$ cat src/rtl/ts_pkg.sv
package ts_pkg;
  localparam int unsigned PRE_W  = 6;
  localparam int unsigned GRP_W  = 7;
  localparam logic [7:0]  TS_HDR = 8'hC0;

  function automatic logic [PRE_W-1:0] div_limit(input logic [1:0] sel);
    logic [PRE_W-1:0] lim;
    case (sel)
      2'd0:    lim = PRE_W'(0);
      2'd1:    lim = PRE_W'(3);
      2'd2:    lim = PRE_W'(15);
      default: lim = PRE_W'(63);
    endcase
    return lim;
  endfunction
endpackage

$ cat src/rtl/ts_prescaler.sv
module ts_prescaler
  import ts_pkg::*;
(
  input  logic       clk_i,
  input  logic       rst_ni,
  input  logic [1:0] div_sel_i,
  output logic       tick_o
);
  logic [PRE_W-1:0] pre_q;
  logic [PRE_W-1:0] lim;

  assign lim    = div_limit(div_sel_i);
  assign tick_o = (pre_q >= lim);

  always_ff @(posedge clk_i or negedge rst_ni) begin
    if (!rst_ni)     pre_q <= '0;
    else if (tick_o) pre_q <= '0;
    else             pre_q <= pre_q + 1'b1;
  end
endmodule

$ cat src/rtl/ts_counter.sv
module ts_counter #(
  parameter int unsigned CNT_W = 21
) (
  input  logic             clk_i,
  input  logic             rst_ni,
  input  logic             tick_i,
  input  logic             capture_i,
  output logic [CNT_W-1:0] cnt_o,
  output logic             sat_o
);
  localparam logic [CNT_W-1:0] CNT_MAX = '1;

  logic [CNT_W-1:0] cnt_q;

  assign cnt_o = cnt_q;
  assign sat_o = (cnt_q == CNT_MAX);

  always_ff @(posedge clk_i or negedge rst_ni) begin
    if (!rst_ni)                 cnt_q <= '0;
    else if (capture_i)          cnt_q <= tick_i ? CNT_W'(1) : '0; // keep a coincident tick
    else if (tick_i && !sat_o)   cnt_q <= cnt_q + 1'b1;
  end
endmodule

$ cat src/rtl/ts_packer.sv
module ts_packer
  import ts_pkg::*;
#(
  parameter int unsigned CNT_W = 21
) (
  input  logic             clk_i,
  input  logic             rst_ni,
  input  logic             load_i,
  input  logic [CNT_W-1:0] value_i,
  output logic             busy_o,
  output logic [7:0]       data_o,
  input  logic             ready_i
);
  logic             busy_q;
  logic             hdr_q;
  logic [CNT_W-1:0] sh_q;
  logic             more;
  logic             xfer;

  assign more   = (sh_q >> GRP_W) != '0;
  assign xfer   = busy_q && ready_i;
  assign busy_o = busy_q;
  assign data_o = hdr_q ? TS_HDR : {more, sh_q[GRP_W-1:0]};

  always_ff @(posedge clk_i or negedge rst_ni) begin
    if (!rst_ni) begin
      busy_q <= 1'b0;
      hdr_q  <= 1'b0;
      sh_q   <= '0;
    end else if (load_i && !busy_q) begin
      busy_q <= 1'b1;
      hdr_q  <= 1'b1;
      sh_q   <= value_i;
    end else if (xfer) begin
      if (hdr_q)     hdr_q  <= 1'b0;
      else if (more) sh_q   <= sh_q >> GRP_W;
      else           busy_q <= 1'b0;
    end
  end
endmodule

$ cat src/rtl/delta_ts_gen.sv
module delta_ts_gen #(
  parameter int unsigned CNT_W = 21
) (
  input  logic       clk_i,
  input  logic       rst_ni,
  input  logic [1:0] div_sel_i,
  input  logic       ts_req_i,
  output logic [7:0] pkt_data_o,
  output logic       pkt_valid_o,
  input  logic       pkt_ready_i
);
  logic             tick;
  logic             sat;
  logic             busy;
  logic             pend_q;
  logic             trig;
  logic             capture;
  logic [CNT_W-1:0] cnt_q;

  assign trig    = ts_req_i | sat | pend_q;
  assign capture = trig & ~busy;

  // requests during a pending or active packet fold into one flag
  always_ff @(posedge clk_i or negedge rst_ni) begin
    if (!rst_ni) pend_q <= 1'b0;
    else         pend_q <= trig & ~capture;
  end

  ts_prescaler u_pre (
    .clk_i     (clk_i),
    .rst_ni    (rst_ni),
    .div_sel_i (div_sel_i),
    .tick_o    (tick)
  );

  ts_counter #(.CNT_W(CNT_W)) u_cnt (
    .clk_i     (clk_i),
    .rst_ni    (rst_ni),
    .tick_i    (tick),
    .capture_i (capture),
    .cnt_o     (cnt_q),
    .sat_o     (sat)
  );

  ts_packer #(.CNT_W(CNT_W)) u_pack (
    .clk_i   (clk_i),
    .rst_ni  (rst_ni),
    .load_i  (capture),
    .value_i (cnt_q),
    .busy_o  (busy),
    .data_o  (pkt_data_o),
    .ready_i (pkt_ready_i)
  );

  assign pkt_valid_o = busy;
endmodule

$ cat config.mk
export PLATFORM = sky130hd
export DESIGN_NAME = delta_ts_gen
export DESIGN_NICKNAME = d
export VERILOG_FILES = /design/src/rtl/ts_pkg.sv /design/src/rtl/ts_prescaler.sv /design/src/rtl/ts_counter.sv /design/src/rtl/ts_packer.sv /design/src/rtl/delta_ts_gen.sv
export SDC_FILE = /design/constraint.sdc
export NUM_CORES = 1
export LEC_CHECK = 0
export CORE_ASPECT_RATIO = 1.4
export CORE_MARGIN = 2
export CORE_UTILIZATION = 25
export DETAILED_ROUTE_END_ITERATION = 7
export DONT_BUFFER_PORTS = 1
export GPL_TIMING_DRIVEN = 0
export PLACE_DENSITY = 0.39
export SLEW_MARGIN = 40
export SYNTH_ARGS = -nofsm -noshare
export SYNTH_HDL_FRONTEND = slang
export SYNTH_SLANG_ARGS = --single-unit
$ cat constraint.sdc
create_clock -name clk_i -period 6.3 [get_ports clk_i]
set_input_delay 1.26 -clock clk_i [delete_from_list [all_inputs] [get_ports clk_i]]
set_output_delay 1.26 -clock clk_i [all_outputs]
set_load 0.01 [all_outputs]
==> impl_metrics.toml, run 1 <==
[global_routing]
use_met3_pct = 2.02
globalRouteMet1Util_pct = 15.9
grt_pass1_vias = 2371
grt.total_usage_pct = 14.3
grt_use_met2_pct = 26.9
grt_max_degree = 52
antenna_found_initial = 0
grt_pass1_wl_mm = 13.2
top_usage_layer = "met2"
gr-total-overflow = 0

[worst_setup_path]
regToRegEndpoint = "u_cnt.cnt_o[0]"
critical_path_arrival_ns = 3.48
crit_cells = 9
max_stage_delay_ns = 0.38
worstSetupPathType = "input port to register"
regToRegStartpoint = "u_pre.pre_q[0]"
crit_buf_inv = 2
crit_chain = "or2_2 > ha_1 > nand2b_1 > a21oi_1 > o221a_2 > buf_2 > buf_2 > a21oi_1 > o211a_1"
cp-end-kind = "register"
r2r_cells = 9
cp.required_ns = 6.48
cp_slowest_cell = "o221a_2"
start_kind = "input port"
endpoint = "u_cnt.cnt_o[0]"
path_max_fanout = 10
cp_top_family = "compound AO/OA/AOI/OAI gates"
rrSetupSlack_ns = 3.79
cp-startpoint = "div_sel_i[0]"

[finish]
final.fill_count = 1209
layout_commonest_cell = "dfrtp_1"
fin_util_pct = 28.2
diodes = 0
area_growth_pct = 11.5
drive_above_1_share_pct = 13.8
finalNonFillerCells = 456
nets = 325
layout_common_cells = "dfrtp_1 (51), nand2_1 (50), nand3_1 (35)"
fin_area_um2 = 3170

[place]
dpl.cell_count = 448
place_area_um2 = 3030
placement.setup.worst_slack_ns = 2.65
globalplace.congestion = 0.762
io_buffers = 0
dp_hpwl_mm = 6.11

[floorplanning]
row_count = 46
start_util_pct = 25.3
io_pins = 15
die_h_um = 130
fp.coreArea_um2 = 11200
die-area_um2 = 12200
chipWidth_um = 94.1

[synth]
synth_top_family_by_area = "simple AND/OR/NAND/NOR gates"
synth-simple-area-share_pct = 28.7
ys_warn_count = 0
yosys.area_share.adder_pct = 3.53
synth.area.mux_share_pct = 1.76
postSynthAreaPerCell_um2 = 9.34
synth_xor_area_share_pct = 1.23
yosys.cell_types.count = 49
synth_edf_count = 0
synth_nets = 318
seq_area_frac_synth_pct = 45.0
syn_inst = 304
synth_compound_gate_area_share_pct = 15.0
synth-main-ff-cell = "dfrtp_1"
synth-seq-cells = 51
syn_area_um2 = 2840
synth-async-reset-ratio_pct = 100

[route]
drt_iter0_drc = 95
via_count = 2317
wl_mm = 8.16
vias_per_cell = 5.08
drtAntennaViolNets = 0
drc = 0
drt-pass1-iter-count = 4
wl_per_cell_um = 17.9

[clock_network]
cts.sinks = 51
htree_levels = 2
cts_buffers = 5
postCtsResizedCells = 0
tritoncts = "yes"
clkLatencyLatePin_ns = 0.29
cts_hold_buf = 0
root_buffer = "clkbuf_16"
cts_setup_buffers = 0
cts_buffer_depth = 2
clk_pin_slew_worst_paths_ns = 0.07

[timing]
finalMaxSlewViolations = 0
worstMarginPinSlew_ns = 0.603
max_freq_mhz = 304
grt_setup_unrepaired = "no"
whs_ns = 0.487
fin_skew_ns = 0.00377
relSlewSlack_pct = 59.8
setup_viol = 0
tns_ns = 0
finalHoldViolations = 0
final.period_utilization_pct = 52.2
layout_min_cycle_time_ns = 3.29
setup_ws_ns = 3.01

[worst_hold_path]
min_path_type = "register to register"

[flow_run]
maxCapViolations = 0

[pwr]
leakagePower_nw = 1.33
power.total_mw = 1.19
power.density_nw_per_um2 = 376
vdd_drop_max_v = 0.000115

[status]
status = "complete, no violations"
## kinds of logic (layout without fill, tap and decap cells)
| group | Yosys count | count (layout) |
|---|---|---|
| and+or+nand+nor | 156 | 156 |
| AOI/OAI and AO/OA | 59 | 59 |
| DFF | 51 | 51 |
| buffers and inverters | 21 | 29 |
| adders and majority gates | 8 | 8 |
| muxes | 5 | 5 |
| xor gates and xnor gates | 4 | 4 |
## cells in the mapped netlist, drive strengths merged (3+ instances only)
cell type  number  area [µm²]
nor2b           6        37.5
or4            13        98.9
inv             6        22.5
nor4            7        43.8
or2             4        25.0
ha              8         100
and2            5        33.8
o31ai          13        97.6
nand4           5        31.3
and4            3        28.8
mux2i           5        50.1
dfrtp          51        1280
buf            13         106
nand2b          3        18.8
o21ai           5        28.8
nand2          50         188
nand3          36         185
a22oi           3        22.5
a31oi           4        25.0
a21oi          22         148
nor2           19        71.3
## worst reg2reg max path: stages, from the launching register on
cell      delay (ns)
dfrtp_1         0.40
inv_1           0.06
ha_1            0.28
nand2b_1        0.13
a21oi_1         0.23
o221a_2         0.38
buf_2           0.29
buf_2           0.32
a21oi_1         0.07
o211a_1         0.22
## flip-flops by register name, indices dropped and copies added (netlist names)
signal / cells
pend_q: 1
u_cnt.cnt_o: 21
u_pack.busy_o: 1
u_pack.hdr_q: 1
u_pack.sh_q: 21
u_pre.pre_q: 6
## cell type report
class | count | area (µm²) | area share [%]
Multi-Input combinational cell | 232 | 1430 | 45.2
Sequential cell | 51 | 1280 | 40.3
Tap cell | 144 | 180 | 5.69
Clock buffer | 6 | 129 | 4.07
Buffer | 15 | 114 | 3.60
Inverter | 6 | 22.5 | 0.711
Clock inverter | 2 | 12.5 | 0.395
## worst min-delay path by stage
stage	startpoint	slack (ns)	cells after the start	to
6_report	u_pack.sh_q[1]	0.49	2	u_pack.sh_q[1]
5_1_grt	u_pack.sh_q[1]	0.51	2	u_pack.sh_q[1]
4_1_cts	u_pack.sh_q[3]	0.49	2	u_pack.sh_q[3]
3_5_place_dp	u_pack.sh_q[3]	0.48	2	u_pack.sh_q[3]
3_3_place_gp	u_pack.sh_q[1]	0.47	2	u_pack.sh_q[1]
2_1_floorplan	u_pack.sh_q[1]	0.45	2	u_pack.sh_q[1]
## report_power, final
group | switching, mW | internal (mW) | total (mW) | leakage [nW]
clock network | 0.125 | 0.147 | 0.272 | 0.0669
registers | 0.0708 | 0.393 | 0.464 | 0.683
logic | 0.298 | 0.157 | 0.455 | 0.580
total | 0.494 | 0.697 | 1.19 | 1.33
## per-layer routing
metal	routed length, µm	part of all wire [%]	vias up
met3	194	2.4	8
met5	0	0	-
li1	-	-	1127
met2	4470	55	39
met4	164	2.0	0
met1	3320	41	1143
Note: power is estimated with default switching activity, not from simulation.
==> run 2, diff against run 1 <==
Settings changed: PLACE_DENSITY 0.39 to 0.41.
Clock period 6.3 ns to 2.6 ns, I/O delays scaled along.
==> impl_metrics.toml, run 2 (synthesis gave the netlist of run 1 again) <==
[status]
status = "complete, no violations"

[worst_setup_path]
regToRegStartpoint = "u_pre.pre_q[0]"
cp-startpoint = "div_sel_i[0]"
cp-end-kind = "register"
cp.required_ns = 2.78
worstSetupPathType = "input port to register"
r2r_cells = 9
critical_path_arrival_ns = 2.63
path_max_fanout = 10
start_kind = "input port"
endpoint = "u_cnt.cnt_o[4]"
regToRegEndpoint = "u_cnt.cnt_o[4]"
rrSetupSlack_ns = 0.20

[finish]
finalNonFillerCells = 457
diodes = 0
drive_above_1_share_pct = 14.4
fin_util_pct = 28.7
layout_commonest_cell = "dfrtp_1"
nets = 326
fin_area_um2 = 3220
area_growth_pct = 13.6
final.fill_count = 1202
layout_common_cells = "dfrtp_1 (51), nand2_1 (50), nand3_1 (35)"

[route]
drt_iter0_drc = 135
drt-pass1-iter-count = 4
drc = 0
vias_per_cell = 5.20
wl_per_cell_um = 17.7
drtAntennaViolNets = 0
via_count = 2375
wl_mm = 8.11

[pwr]
vdd_drop_max_v = 0.000297
leakagePower_nw = 1.36
power.density_nw_per_um2 = 922

[timing]
worstMarginPinSlew_ns = 0.573
max_freq_mhz = 408
final.period_utilization_pct = 94.3
grt_setup_unrepaired = "no"
whs_ns = 0.0621
setup_viol = 0
finalMaxSlewViolations = 0
fin_skew_ns = 0.00452
relSlewSlack_pct = 61.8
finalHoldViolations = 0
layout_min_cycle_time_ns = 2.45

[place]
io_buffers = 0
dpl.cell_count = 448
globalplace.congestion = 0.790
place_area_um2 = 3030
dp_hpwl_mm = 6.01

[global_routing]
grt_pass1_wl_mm = 13.2
grt_pass1_vias = 2422
antenna_found_initial = 0
gr-total-overflow = 0
grt_max_degree = 52
grt.total_usage_pct = 14.2

[floorplanning]
row_count = 46
die_h_um = 130
chipWidth_um = 94.1
io_pins = 15
fp.coreArea_um2 = 11200
start_util_pct = 25.3
die-area_um2 = 12200

[clock_network]
clk_pin_slew_worst_paths_ns = 0.07
cts_buffers = 5
cts.sinks = 51
tritoncts = "yes"
clkLatencyLatePin_ns = 0.29
htree_levels = 2
cts_buffer_depth = 2
root_buffer = "clkbuf_16"

[worst_hold_path]
min_path_type = "input port to asynchronous set/reset pin"

[flow_run]
maxCapViolations = 0
-- run 2: cell types whose count changed in the layout (fill, tap and decap cells not counted) --
| cell | change |
|---|---|
| clkbuf_8 | +2 |
| o221a_4 | +1 |
| buf_4 | +1 |
| buf_2 | -1 |
| clkbuf_1 | -1 |
| buf_16 | +1 |
| clkinv_2 | -1 |
| o221a_2 | -1 |
-- run 2: how the worst min path moves through the flow --
stage | cells after the start | to | start
2_1_floorplan | 0 | pend_q | rst_ni
6_report | 1 | u_pack.sh_q[1] | rst_ni
4_1_cts | 1 | u_pack.sh_q[1] | rst_ni
3_5_place_dp | 0 | u_pack.sh_q[1] | rst_ni
3_3_place_gp | 0 | u_pack.sh_q[3] | rst_ni
5_1_grt | 1 | u_pack.sh_q[1] | rst_ni
-- run 2: metal layers --
metal,vias to the layer above,GRT usage [%],part of all wire (%)
li1,1130,-,-
met1,1187,16.0,41
met2,44,26.2,54
met3,14,2.25,2.7
met4,0,6.14,3.2
met5,-,0,0
-- run 2: timing repair --
item,CTS,global route
setup endpoints to repair,1,5
resized for setup,1,1
buffers inserted,0,0
hold buffers,1,0
pin swaps,0,1
endpoints found under the hold margin,51,0
-- run 2: critical path, cell delays in order --
cell      delay, ns
or2_2          0.30
ha_1           0.27
nand2b_1       0.13
a21oi_1        0.27
o221a_4        0.32
buf_2          0.26
buf_2          0.29
o311ai_0       0.17
o41ai_1        0.09
-- run 2: metrics by stage --
stage          TNS, ns  worst slack [ns]  power, mW
6_report             0             0.147       2.97
3_5_place_dp     -4.18            -0.324       2.26
3_3_place_gp     -3.30            -0.281       2.25
5_1_grt              0            0.0283       3.22
4_1_cts              0            0.0702       3.01
2_1_floorplan        0             0.164       1.89
-- run 2: cell type report --
class,instances,area [µm²],share of cell area [%]
plain buffers,15,116,3.61
clock buffers,7,153,4.73
clock inverters,1,7.51,0.233
inverters,6,22.5,0.698
multi-input cells,232,1440,44.7
flip-flops and latches,51,1280,39.6
well taps,144,180,5.59
repair buffers,1,27.5,0.854
-- run 2: power breakdown --
part | switching, mW | leakage, nW | internal (mW)
combinational | 0.740 | 0.597 | 0.398
sequential | 0.170 | 0.683 | 0.953
clock | 0.301 | 0.0761 | 0.410
total | 1.21 | 1.36 | 1.76
